==> config.mk <==
export PLATFORM = sky130hd
export DESIGN_NAME = pvec_add_seq
export DESIGN_NICKNAME = d
export VERILOG_FILES = /design/src/rtl/pvs_pkg.sv /design/src/rtl/pvs_ctrl.sv /design/src/rtl/pvs_index.sv /design/src/rtl/pvs_lane.sv /design/src/rtl/pvec_add_seq.sv
export SDC_FILE = /design/constraint.sdc
export NUM_CORES = 1
export LEC_CHECK = 0
export BUFFER_PORTS_ARGS = -buffer_cell sky130_fd_sc_hd__buf_2
export CAP_MARGIN = 20
export CORE_MARGIN = 3
export CORE_UTILIZATION = 45
export DETAILED_ROUTE_END_ITERATION = 16
export HOLD_SLACK_MARGIN = 0.1
export PLACE_DENSITY_LB_ADDON = 0.2
export SYNTH_ARGS = -nofsm -noshare
export SYNTH_HDL_FRONTEND = slang
export SYNTH_SLANG_ARGS = --single-unit
==> constraint.sdc <==
create_clock -name clk -period 6.1 [get_ports clk]
set_input_delay 1.22 -clock clk [delete_from_list [all_inputs] [get_ports clk]]
set_output_delay 1.22 -clock clk [all_outputs]
set_load 0.02 [all_outputs]
==> src/rtl/pvs_pkg.sv <==
// Shared types for the predicated vector add sequencer.
package pvs_pkg;
    typedef enum logic [1:0] {
        PVS_IDLE = 2'd0,
        PVS_RUN  = 2'd1,
        PVS_FIN  = 2'd2
    } pvs_state_e;

    // operand slots: destination, first source, second source
    localparam int PVS_NOPS = 3;
    localparam int PVS_DST  = 0;
    localparam int PVS_SA   = 1;
    localparam int PVS_SB   = 2;
endpackage

==> src/rtl/pvs_ctrl.sv <==
// Loop controller: works out the element count at start, steps one element
// per cycle, ends on the last element or on an out-of-range register.
// Assumes LW is wide enough to hold XLEN.
module pvs_ctrl
    import pvs_pkg::*;
#(
    parameter int XLEN = 32,
    parameter int LW   = 6
) (
    input  logic             clk,
    input  logic             rst_n,
    input  logic             start,
    input  logic [LW-1:0]    glob_vl,
    input  logic [LW-1:0]    dst_len,
    input  logic             oob,
    output logic             accept,
    output logic             step,
    output logic [LW-1:0]    elem,
    output logic             busy,
    output logic             done,
    output logic             err
);
    localparam logic [LW-1:0] XL = LW'(XLEN);

    pvs_state_e    state_q;
    logic [LW-1:0] last_q;
    logic [LW-1:0] lim_a;
    logic [LW-1:0] eff;

    // element count: smallest of global length, destination length, XLEN
    always_comb begin
        lim_a = (glob_vl < dst_len) ? glob_vl : dst_len;
        eff   = (lim_a > XL) ? XL : lim_a;
    end

    assign accept = (state_q == PVS_IDLE) && start;
    assign step   = (state_q == PVS_RUN);
    assign busy   = (state_q == PVS_RUN);
    assign done   = (state_q == PVS_FIN);

    // state, element counter and error flag
    always_ff @(posedge clk) begin
        if (!rst_n) begin
            state_q <= PVS_IDLE;
            elem    <= '0;
            last_q  <= '0;
            err     <= 1'b0;
        end else begin
            case (state_q)
                PVS_IDLE: if (start) begin
                    err     <= 1'b0;
                    elem    <= '0;
                    last_q  <= eff - LW'(1);
                    state_q <= (eff == '0) ? PVS_FIN : PVS_RUN;
                end
                PVS_RUN: begin
                    if (oob) begin
                        err     <= 1'b1;
                        state_q <= PVS_FIN;
                    end else if (elem == last_q) begin
                        state_q <= PVS_FIN;
                    end else begin
                        elem <= elem + LW'(1);
                    end
                end
                default: state_q <= PVS_IDLE;
            endcase
        end
    end

    AST_ELEM_STEP: assert property (@(posedge clk) disable iff (!rst_n)
        (step && $past(step)) |-> (elem == $past(elem) + LW'(1)));
    AST_DONE_ONE: assert property (@(posedge clk) disable iff (!rst_n)
        done |=> !done);
    AST_ERR_AT_DONE: assert property (@(posedge clk) disable iff (!rst_n)
        $rose(err) |-> done);
endmodule

==> src/rtl/pvs_index.sv <==
// Register-number generator for one operand: captures base and tag at start;
// a tagged operand moves up one register per element, an untagged one stays.
// Assumes IW is wide enough for base plus the largest offset.
module pvs_index #(
    parameter int AW = 5,
    parameter int LW = 6,
    parameter int IW = 7
) (
    input  logic          clk,
    input  logic          rst_n,
    input  logic          load,
    input  logic [AW-1:0] base,
    input  logic          tag,
    input  logic          adv,
    output logic [IW-1:0] idx
);
    logic [AW-1:0] base_q;
    logic          tag_q;
    logic [LW-1:0] off_q;

    // capture at start, advance the offset of tagged operands per element
    always_ff @(posedge clk) begin
        if (!rst_n) begin
            base_q <= '0;
            tag_q  <= 1'b0;
            off_q  <= '0;
        end else if (load) begin
            base_q <= base;
            tag_q  <= tag;
            off_q  <= '0;
        end else if (adv && tag_q) begin
            off_q <= off_q + LW'(1);
        end
    end

    assign idx = IW'(base_q) + IW'(off_q);

    AST_SCALAR_HOLD: assert property (@(posedge clk) disable iff (!rst_n)
        (adv && !tag_q && !load) |=> (idx == $past(idx)));
    AST_VECTOR_STEP: assert property (@(posedge clk) disable iff (!rst_n)
        (adv && tag_q && !load) |=> (idx == $past(idx) + IW'(1)));
endmodule

==> src/rtl/pvs_lane.sv <==
// Element datapath: holds the predicate word captured at start, adds the two
// source values and gates the write with predicate bit elem.
module pvs_lane #(
    parameter int XLEN = 32,
    parameter int LW   = 6
) (
    input  logic            clk,
    input  logic            rst_n,
    input  logic            load,
    input  logic [XLEN-1:0] pred_word,
    input  logic            step,
    input  logic            oob,
    input  logic [LW-1:0]   elem,
    input  logic [XLEN-1:0] src_a,
    input  logic [XLEN-1:0] src_b,
    output logic            we,
    output logic [XLEN-1:0] wd
);
    logic [XLEN-1:0] mask_q;
    logic            bit_on;

    // predicate capture at start
    always_ff @(posedge clk) begin
        if (!rst_n)    mask_q <= '0;
        else if (load) mask_q <= pred_word;
    end

    // element enable and sum
    always_comb begin
        bit_on = |(mask_q & (XLEN'(1) << elem));
        we     = step && !oob && bit_on;
        wd     = src_a + src_b;
    end

    AST_MASK_HELD: assert property (@(posedge clk) disable iff (!rst_n)
        (step && !load) |=> $stable(mask_q));
endmodule

==> src/rtl/pvec_add_seq.sv <==
// Top of the predicated vector add sequencer. Connects the loop controller,
// three operand index generators and the element datapath to a register file
// with two combinational read ports and one write port.
// Assumes register data on the read ports is valid in the same cycle.
module pvec_add_seq
    import pvs_pkg::*;
#(
    parameter int XLEN = 32,
    parameter int NREG = 32,
    parameter int AW   = $clog2(NREG),
    parameter int LW   = $clog2(XLEN + 1)
) (
    input  logic                 clk,
    input  logic                 rst_n,
    input  logic                 start,
    input  logic [AW-1:0]        op_rd,
    input  logic [AW-1:0]        op_rs1,
    input  logic [AW-1:0]        op_rs2,
    input  logic [AW-1:0]        op_pred,
    input  logic [LW-1:0]        glob_vl,
    input  logic [NREG-1:0]      vec_tag,
    input  logic [NREG*LW-1:0]   vec_len,
    output logic [AW-1:0]        rf_ra_addr,
    input  logic [XLEN-1:0]      rf_ra_data,
    output logic [AW-1:0]        rf_rb_addr,
    input  logic [XLEN-1:0]      rf_rb_data,
    output logic                 rf_we,
    output logic [AW-1:0]        rf_wa,
    output logic [XLEN-1:0]      rf_wd,
    output logic                 busy,
    output logic                 done,
    output logic                 err
);
    localparam int IW = ((AW > LW) ? AW : LW) + 1;

    logic          accept;
    logic          step;
    logic [LW-1:0] elem;
    logic          oob;
    logic [LW-1:0] dst_len;
    logic [AW-1:0] base_arr [PVS_NOPS];
    logic [IW-1:0] idx_arr  [PVS_NOPS];

    assign dst_len = vec_len[op_rd*LW +: LW];
    assign base_arr[PVS_DST] = op_rd;
    assign base_arr[PVS_SA]  = op_rs1;
    assign base_arr[PVS_SB]  = op_rs2;

    pvs_ctrl #(.XLEN(XLEN), .LW(LW)) u_ctrl (
        .clk(clk), .rst_n(rst_n), .start(start), .glob_vl(glob_vl),
        .dst_len(dst_len), .oob(oob), .accept(accept), .step(step),
        .elem(elem), .busy(busy), .done(done), .err(err)
    );

    for (genvar g = 0; g < PVS_NOPS; g++) begin : g_opnd
        pvs_index #(.AW(AW), .LW(LW), .IW(IW)) u_idx (
            .clk(clk), .rst_n(rst_n), .load(accept), .base(base_arr[g]),
            .tag(vec_tag[base_arr[g]]), .adv(step), .idx(idx_arr[g])
        );
    end

    // any operand register number beyond the file
    always_comb begin
        oob = 1'b0;
        for (int k = 0; k < PVS_NOPS; k++)
            if (idx_arr[k] >= IW'(NREG)) oob = 1'b1;
    end

    // port A fetches the predicate when idle, the first source when running
    assign rf_ra_addr = step ? idx_arr[PVS_SA][AW-1:0] : op_pred;
    assign rf_rb_addr = idx_arr[PVS_SB][AW-1:0];
    assign rf_wa      = idx_arr[PVS_DST][AW-1:0];

    pvs_lane #(.XLEN(XLEN), .LW(LW)) u_lane (
        .clk(clk), .rst_n(rst_n), .load(accept), .pred_word(rf_ra_data),
        .step(step), .oob(oob), .elem(elem), .src_a(rf_ra_data),
        .src_b(rf_rb_data), .we(rf_we), .wd(rf_wd)
    );

    AST_QUIET_IDLE: assert property (@(posedge clk) disable iff (!rst_n)
        !busy |-> !rf_we);
    AST_NO_OOB_WRITE: assert property (@(posedge clk) disable iff (!rst_n)
        rf_we |-> !oob);
    AST_BUSY_END: assert property (@(posedge clk) disable iff (!rst_n)
        $fell(busy) |-> done);
    AST_START_IGNORED: assert property (@(posedge clk) disable iff (!rst_n)
        (busy && start) |=> (busy || done));
endmodule

# Word-level counts from Yosys, hierarchy flattened
# Cells that the tools add are included.
# word_totals
ff_bits	83
inputBits	317
output_inout_bits	51
word_cells	84
# classes
n_addsub	9
multipliers	1
n_lt_le_gt_ge	8
eq_ne	8
shift	2
n_mux	24
bitwise	2
reduce_logical	16
# op_table
cell	count
$shiftx A192 B9 Y6	1
$add A32 B32 Y32	1
$and A32 B32 Y32	1
$reduce_or A32 Y1	1
$shl A1 B6 Y32 const A	1
$mux W6	5
$add A6 B1 Y6 const B	4
$add A5 B6 Y7	3
$ge A7 B6 Y1 const B	3
$lt A5 B6 Y1 const B	3
$bmux W1 S5	3
$pmux W6 S2	1
$mux W1	8
$mux W2	4
$mul A5 B2 Y7 const B	1
$eq A6 B6 Y1	1
$gt A6 B6 Y1 const B	1
$logic_and A1 B1 Y1	6
$logic_not A6 Y1	1
$lt A6 B6 Y1	1
$ne A2 B2 Y1 const B	3
$sub A6 B1 Y6 const B	1
$mux W5	1
$pmux W2 S2	1
13 further kinds	14

# Logic depth before layout (Yosys ltp)
# logic_depth
ltp_word	10
depth_mapped	21
ltp_nobuf	18

# By module
# From an unflattened synthesis, not the netlist that was laid out.
# hier_totals
cells_unflattened	947
area_unflattened_um2	8946.1
# by_module_without_submodules
module	n_inst	cells_each	area_per_inst_um2	seq_area_each_um2
pvs_lane	1	411	3392.0	640.6
pvec_add_seq	1	183	2428.6	0.0
pvs_index	3	74	688.2	240.2
pvs_ctrl	1	131	1061.0	300.3

# Least setup slack after synthesis
# No wires, ideal clock.
# synth_path
path_kind	input to register
start	in op_rd[0]
end	reg u_ctrl.last_q[2]
setup_time_ps	115
t_arrival_ps	5075
t_required_ps	5985
slack_ps	910
path_stages	19
n_path_buf	2
path_cell_list	buf_6 buf_4 mux4_2 mux4_2 mux2_2 inv_1 ha_1 a21o_1 a21o_1 a21oi_1 nor3b_1 a21oi_1 nor2_1 a21o_1 nand2_1 ha_1 xor2_1 o21ai_1 and2_1
# synth_between
elab_chain_cells	7
# synth_rtl
item	line_no	text
start: declaration	pvec_add_seq.sv:16	input logic [AW-1:0] op_rd,
$mul A5 B2 Y7 *	pvec_add_seq.sv:44	assign dst_len = vec_len[op_rd*LW +: LW];
$shiftx A192 B9 Y6 *	pvec_add_seq.sv:44	
$lt A6 B6 Y1	pvs_ctrl.sv:32	lim_a = (glob_vl < dst_len) ? glob_vl : dst_len;
$mux W6 *	pvs_ctrl.sv:32	
$gt A6 B6 Y1	pvs_ctrl.sv:33	eff = (lim_a > XL) ? XL : lim_a;
$mux W6 *	pvs_ctrl.sv:33	
$sub A6 B1 Y6 *	pvs_ctrl.sv:53	last_q <= eff - LW'(1);
end signal: assignment	pvs_ctrl.sv:53	
end: declaration	pvs_ctrl.sv:26	logic [LW-1:0] last_q;
# Every way passes the cells marked *; elsewhere a longest branch is shown, timed or not.
# A chain may end at the register's enable or synchronous reset.

# Worst setup path in the final report
# layout_path
start	in rf_ra_data[10]
end	out rf_wd[29]
# layout_between
elab_chain_cells	1
# layout_rtl
item	line_no	text
start: declaration	pvec_add_seq.sv:24	input logic [XLEN-1:0] rf_ra_data,
$add A32 B32 Y32	pvs_lane.sv:32	wd = src_a + src_b;
end: declaration	pvec_add_seq.sv:29	output logic [XLEN-1:0] rf_wd,
# Every way passes these cells.

==> impl_metrics.py <==
metrics = {
    "sta": {
        "grt_setup_unrepaired": "no",
        "count_of_endpoints_failing_hold_in_the_final_timing_report": 0,
        "whs_ns": 0.464,
        "setup-tns-final_ns": 0,
        "final_period_minus_worst_setup_slack_ns": 5.59,
        "worstMarginPinSlew_ns": 0.823,
        "slew_headroom_pct": 45.0,
        "layout_worst_path_cycle_share_pct": 91.6,
        "report.final.setup_viol": 0,
        "timing.fmax_mhz": 179,
        "clock_skew_ns": 0.00488,
        "worst_slack_ns": 0.514,
        "finalMaxSlewViolations": 0,
    },
    "power": {
        "p_leak_nw": 5.00,
        "power_mw": 2.06,
        "max-vdd-ir-drop_mv": 0.124,
        "p_per_area_mw_per_mm2": 193,
    },
    "synth": {
        "yosys.area.top_type": "sky130_fd_sc_hd__dfxtp_1",
        "seq_area_frac_synth_pct": 19.9,
        "yosys_register_bits": 83,
        "postSynthCellCount": 931,
        "postSynthNetCount": 1314,
        "synth_async_sr_flop_share_pct": 0,
        "synth_enable_flop_cells": 0,
        "yosys.area.top_type_share_pct": 19.9,
        "synthDistinctLibCells": 65,
        "ys.warnings.count": 0,
        "synth.cell_area_sq_mm": 0.00836,
        "synthesis.area_per_instance_sq_um": 8.98,
        "synth.area.top_cells": "sky130_fd_sc_hd__dfxtp_1 20%, sky130_fd_sc_hd__mux4_2 19%, sky130_fd_sc_hd__ha_1 9.3%",
        "yosys_most_used_dff": "sky130_fd_sc_hd__dfxtp_1",
    },
    "die": {
        "coreArea_sq_mm": 0.0181,
        "initial_core_util_pct": 46.2,
        "dieWidth_um": 142,
        "placementRows": 49,
        "die_area_sq_mm": 0.0203,
        "ioPinCount": 368,
        "floorplan.die.height_um": 142,
    },
    "place": {
        "routabilityCongestion": 1.01,
        "dp_hpwl_um": 24300,
        "portBuffers": 367,
        "pre_cts_setup_slack_ns": 0.443,
    },
    "clock_network": {
        "cts-htree-levels": 3,
        "ctsRootBufferMaster": "sky130_fd_sc_hd__clkbuf_16",
        "ctsResizeCount": 0,
        "ctsHoldBuffers": 0,
        "post-cts-setup-buffer-count": 0,
        "cts.sinks": 83,
        "worstSkewPairLatency_ns": 0.34,
        "tritoncts_clock_tree": "done",
        "cts_buffers": 9,
        "cts-root-to-sink-buffers": 2,
        "clkTransAtPathRegs_ns": 0.06,
    },
    "cells_and_area": {
        "ff_latch_area_sq_mm": 0.00166,
        "n_fill_cell": 1666,
        "area.growth.synth_to_final_pct": 27.2,
        "area_used_by_multi_input_combinational_logic_sq_mm": 0.00633,
        "layout-drive-gt1-share_pct": 37.2,
        "fin_nets": 1652,
    },
    "critical_path": {
        "timing.critical_path.cells": "buf_2 > ha_1 > a21o_1 > a21o_1 > a2111oi_0 > nor3_1 > a21oi_2 > o21ai_1 > a221oi_1 > o21ai_1 > a221oi_1 > xnor2_1 > buf_2",
        "critical_path_peak_fanout": 6,
        "worst_r2r_path_depth": 13,
        "cpPeakStageDelay_ns": 0.48,
        "worst-endpoint-arrival_ns": 4.37,
        "critical_path_cell_count": 13,
        "worst-endpoint-required_ns": 4.88,
        "crit_path_end_kind": "output port",
        "critPathLaunchType": "input port",
        "cp.buffers_inverters": 2,
        "cpLargestDelayFamily": "compound AO/OA/AOI/OAI gates",
        "critical-path-slowest-cell": "sky130_fd_sc_hd__a221oi_1",
        "path_class": "in2out",
    },
    "global_route": {
        "initial_antenna_violation_count": 7,
        "globalRoute.totalOverflow": 0,
        "grt_use_total_pct": 27.8,
        "vias_in_the_first_global_route": 8256,
        "pin_count_of_the_biggest_net_entering_global_routing": 63,
        "grt_first_pass_wirelength_um": 44300,
    },
    "route": {
        "drt_first_iter_violations": 542,
        "route.antenna.remaining_nets": 0,
        "avgRoutedWirePerCell_um": 19.2,
        "routed_vias": 8572,
        "route.detailed.drc": 0,
        "via_per_inst": 5.70,
        "dr.pass1.iters": 5,
        "drt-total-wl_um": 28900,
    },
    "flow_run": {
        "maxCapViolations": 0,
    },
    "worst_hold_path": {
        "hold_class": "reg2reg",
        "holdPathStages": 2,
    },
    "status": {
        "run_status": "finished clean",
    },
}
==> logic make-up (layout without fill, tap and decap cells) <==
family	count (synthesis)	after routing	synth area share, %
muxes	110	110	24.1
DFF	83	83	19.9
adders and majority gates	66	66	10.2
xor gates and xnor gates	65	65	6.81
other	0	3	0
AOI/OAI and AO/OA	222	222	18.7
and+or+nand+nor	295	295	15.8
buffers and inverters	90	432	4.50
==> metal layers <==
metal	part of all wire [%]	vias up	track usage, %
met5	0.19	-	0
met4	2.1	8	7.85
met3	6.6	42	5.71
met2	48	317	45.6
met1	43	4082	37.5
li1	-	4123	-
==> cell usage after synthesis, drive strengths merged, types with 3 or more instances <==
library cell	number
nand2	139
dfxtp	83
mux4	72
ha	62
nor2	62
a21boi	50
a21oi	43
inv	39
mux2i	37
xnor2	37
clkbuf	32
o21ai	28
xor2	28
a21o	27
nand3	25
buf	17
a22oi	16
nor2b	14
nor3	14
nand4	9
and2	8
a222oi	6
and3	6
o21a	6
o21bai	6
a22o	5
a31oi	5
nand2b	5
o211a	5
fa	4
o2111ai	4
a221oi	3
a32o	3
nand3b	3
nor3b	3
==> through the flow <==
stage | instance area [sq um] | util (%) | cells
detailed placement | 10300 | 57.1 | 1486
global placement | 10300 | 57.1 | 1486
global route | 10600 | 58.8 | 1504
floorplan | 8360 | - | 931
finish | 10600 | 58.8 | 1505
CTS | 10600 | 58.7 | 1501
==> final timing paths <==
kind / to / startpoint / slack, ns
worst max-delay path: rf_wd[29] / rf_ra_data[10] / 0.51
worst min-delay path: u_lane.mask_q[13] / u_lane.mask_q[13] / 0.46
worst max register to register: u_ctrl.elem[5] / g_opnd[2].u_idx.off_q[0] / 3.05
worst min register to register: u_lane.mask_q[13] / u_lane.mask_q[13] / 0.46
==> cells in the final DEF, fill, tap and decap left out, types with 4 or more instances in the layout <==
cell type                     n
sky130_fd_sc_hd__xor2_1      28
sky130_fd_sc_hd__nor2b_1     14
sky130_fd_sc_hd__o21a_1       6
sky130_fd_sc_hd__o2111ai_1    4
sky130_fd_sc_hd__a31oi_1      5
sky130_fd_sc_hd__nor3_1      14
sky130_fd_sc_hd__dfxtp_1     83
sky130_fd_sc_hd__mux2i_1     36
sky130_fd_sc_hd__and2_1       7
sky130_fd_sc_hd__a21oi_1     42
sky130_fd_sc_hd__buf_4        9
sky130_fd_sc_hd__buf_2      366
sky130_fd_sc_hd__and3_1       6
sky130_fd_sc_hd__mux4_2      72
sky130_fd_sc_hd__fa_1         4
sky130_fd_sc_hd__nand4_1      9
sky130_fd_sc_hd__clkbuf_16    9
sky130_fd_sc_hd__o211a_1      5
sky130_fd_sc_hd__xnor2_1     37
sky130_fd_sc_hd__nand3_1     25
sky130_fd_sc_hd__o21bai_1     6
sky130_fd_sc_hd__a21o_1      27
sky130_fd_sc_hd__inv_1       37
sky130_fd_sc_hd__o21ai_1      8
sky130_fd_sc_hd__nand2_1    138
sky130_fd_sc_hd__nor2_1      62
sky130_fd_sc_hd__o21ai_0     20
sky130_fd_sc_hd__a22oi_1     16
sky130_fd_sc_hd__a22o_1       5
sky130_fd_sc_hd__a21boi_0    48
sky130_fd_sc_hd__nand2b_1     5
sky130_fd_sc_hd__ha_1        62
sky130_fd_sc_hd__a222oi_1     6
==> sequential cells by signal, indices dropped and copies added, names as in the netlist <==
register,flops
u_ctrl.elem,6
g_opnd.u_idx.base_q,15
u_lane.mask_q,32
u_ctrl.last_q,6
u_ctrl.err,1
g_opnd.u_idx.off_q,18
g_opnd.u_idx.tag_q,3
u_ctrl.state_q,2
==> layout make-up <==
cell class	count	area share, %
sequential	83	15.6
inverter	41	1.45
clock inverter	1	0.0706
multi-input combinational	758	59.5
antenna	3	0.0706
tap	229	2.69
timing repair buffer	376	18.0
clock buffer	14	2.58
==> tightest hold or removal path, delay by kind of cell (launching register included) <==
kind | cells | cell delay [ns]
flops | 1 | 0.31
compound gates | 1 | 0.06
simple gates | 1 | 0.05
==> power by group <==
| group | internal, mW | total (mW) | switching, mW |
|---|---|---|---|
| Combinational | 0.411 | 0.918 | 0.507 |
| Sequential | 0.591 | 0.626 | 0.0354 |
| Clock | 0.307 | 0.514 | 0.207 |
Power figures use the tool's default switching activity.
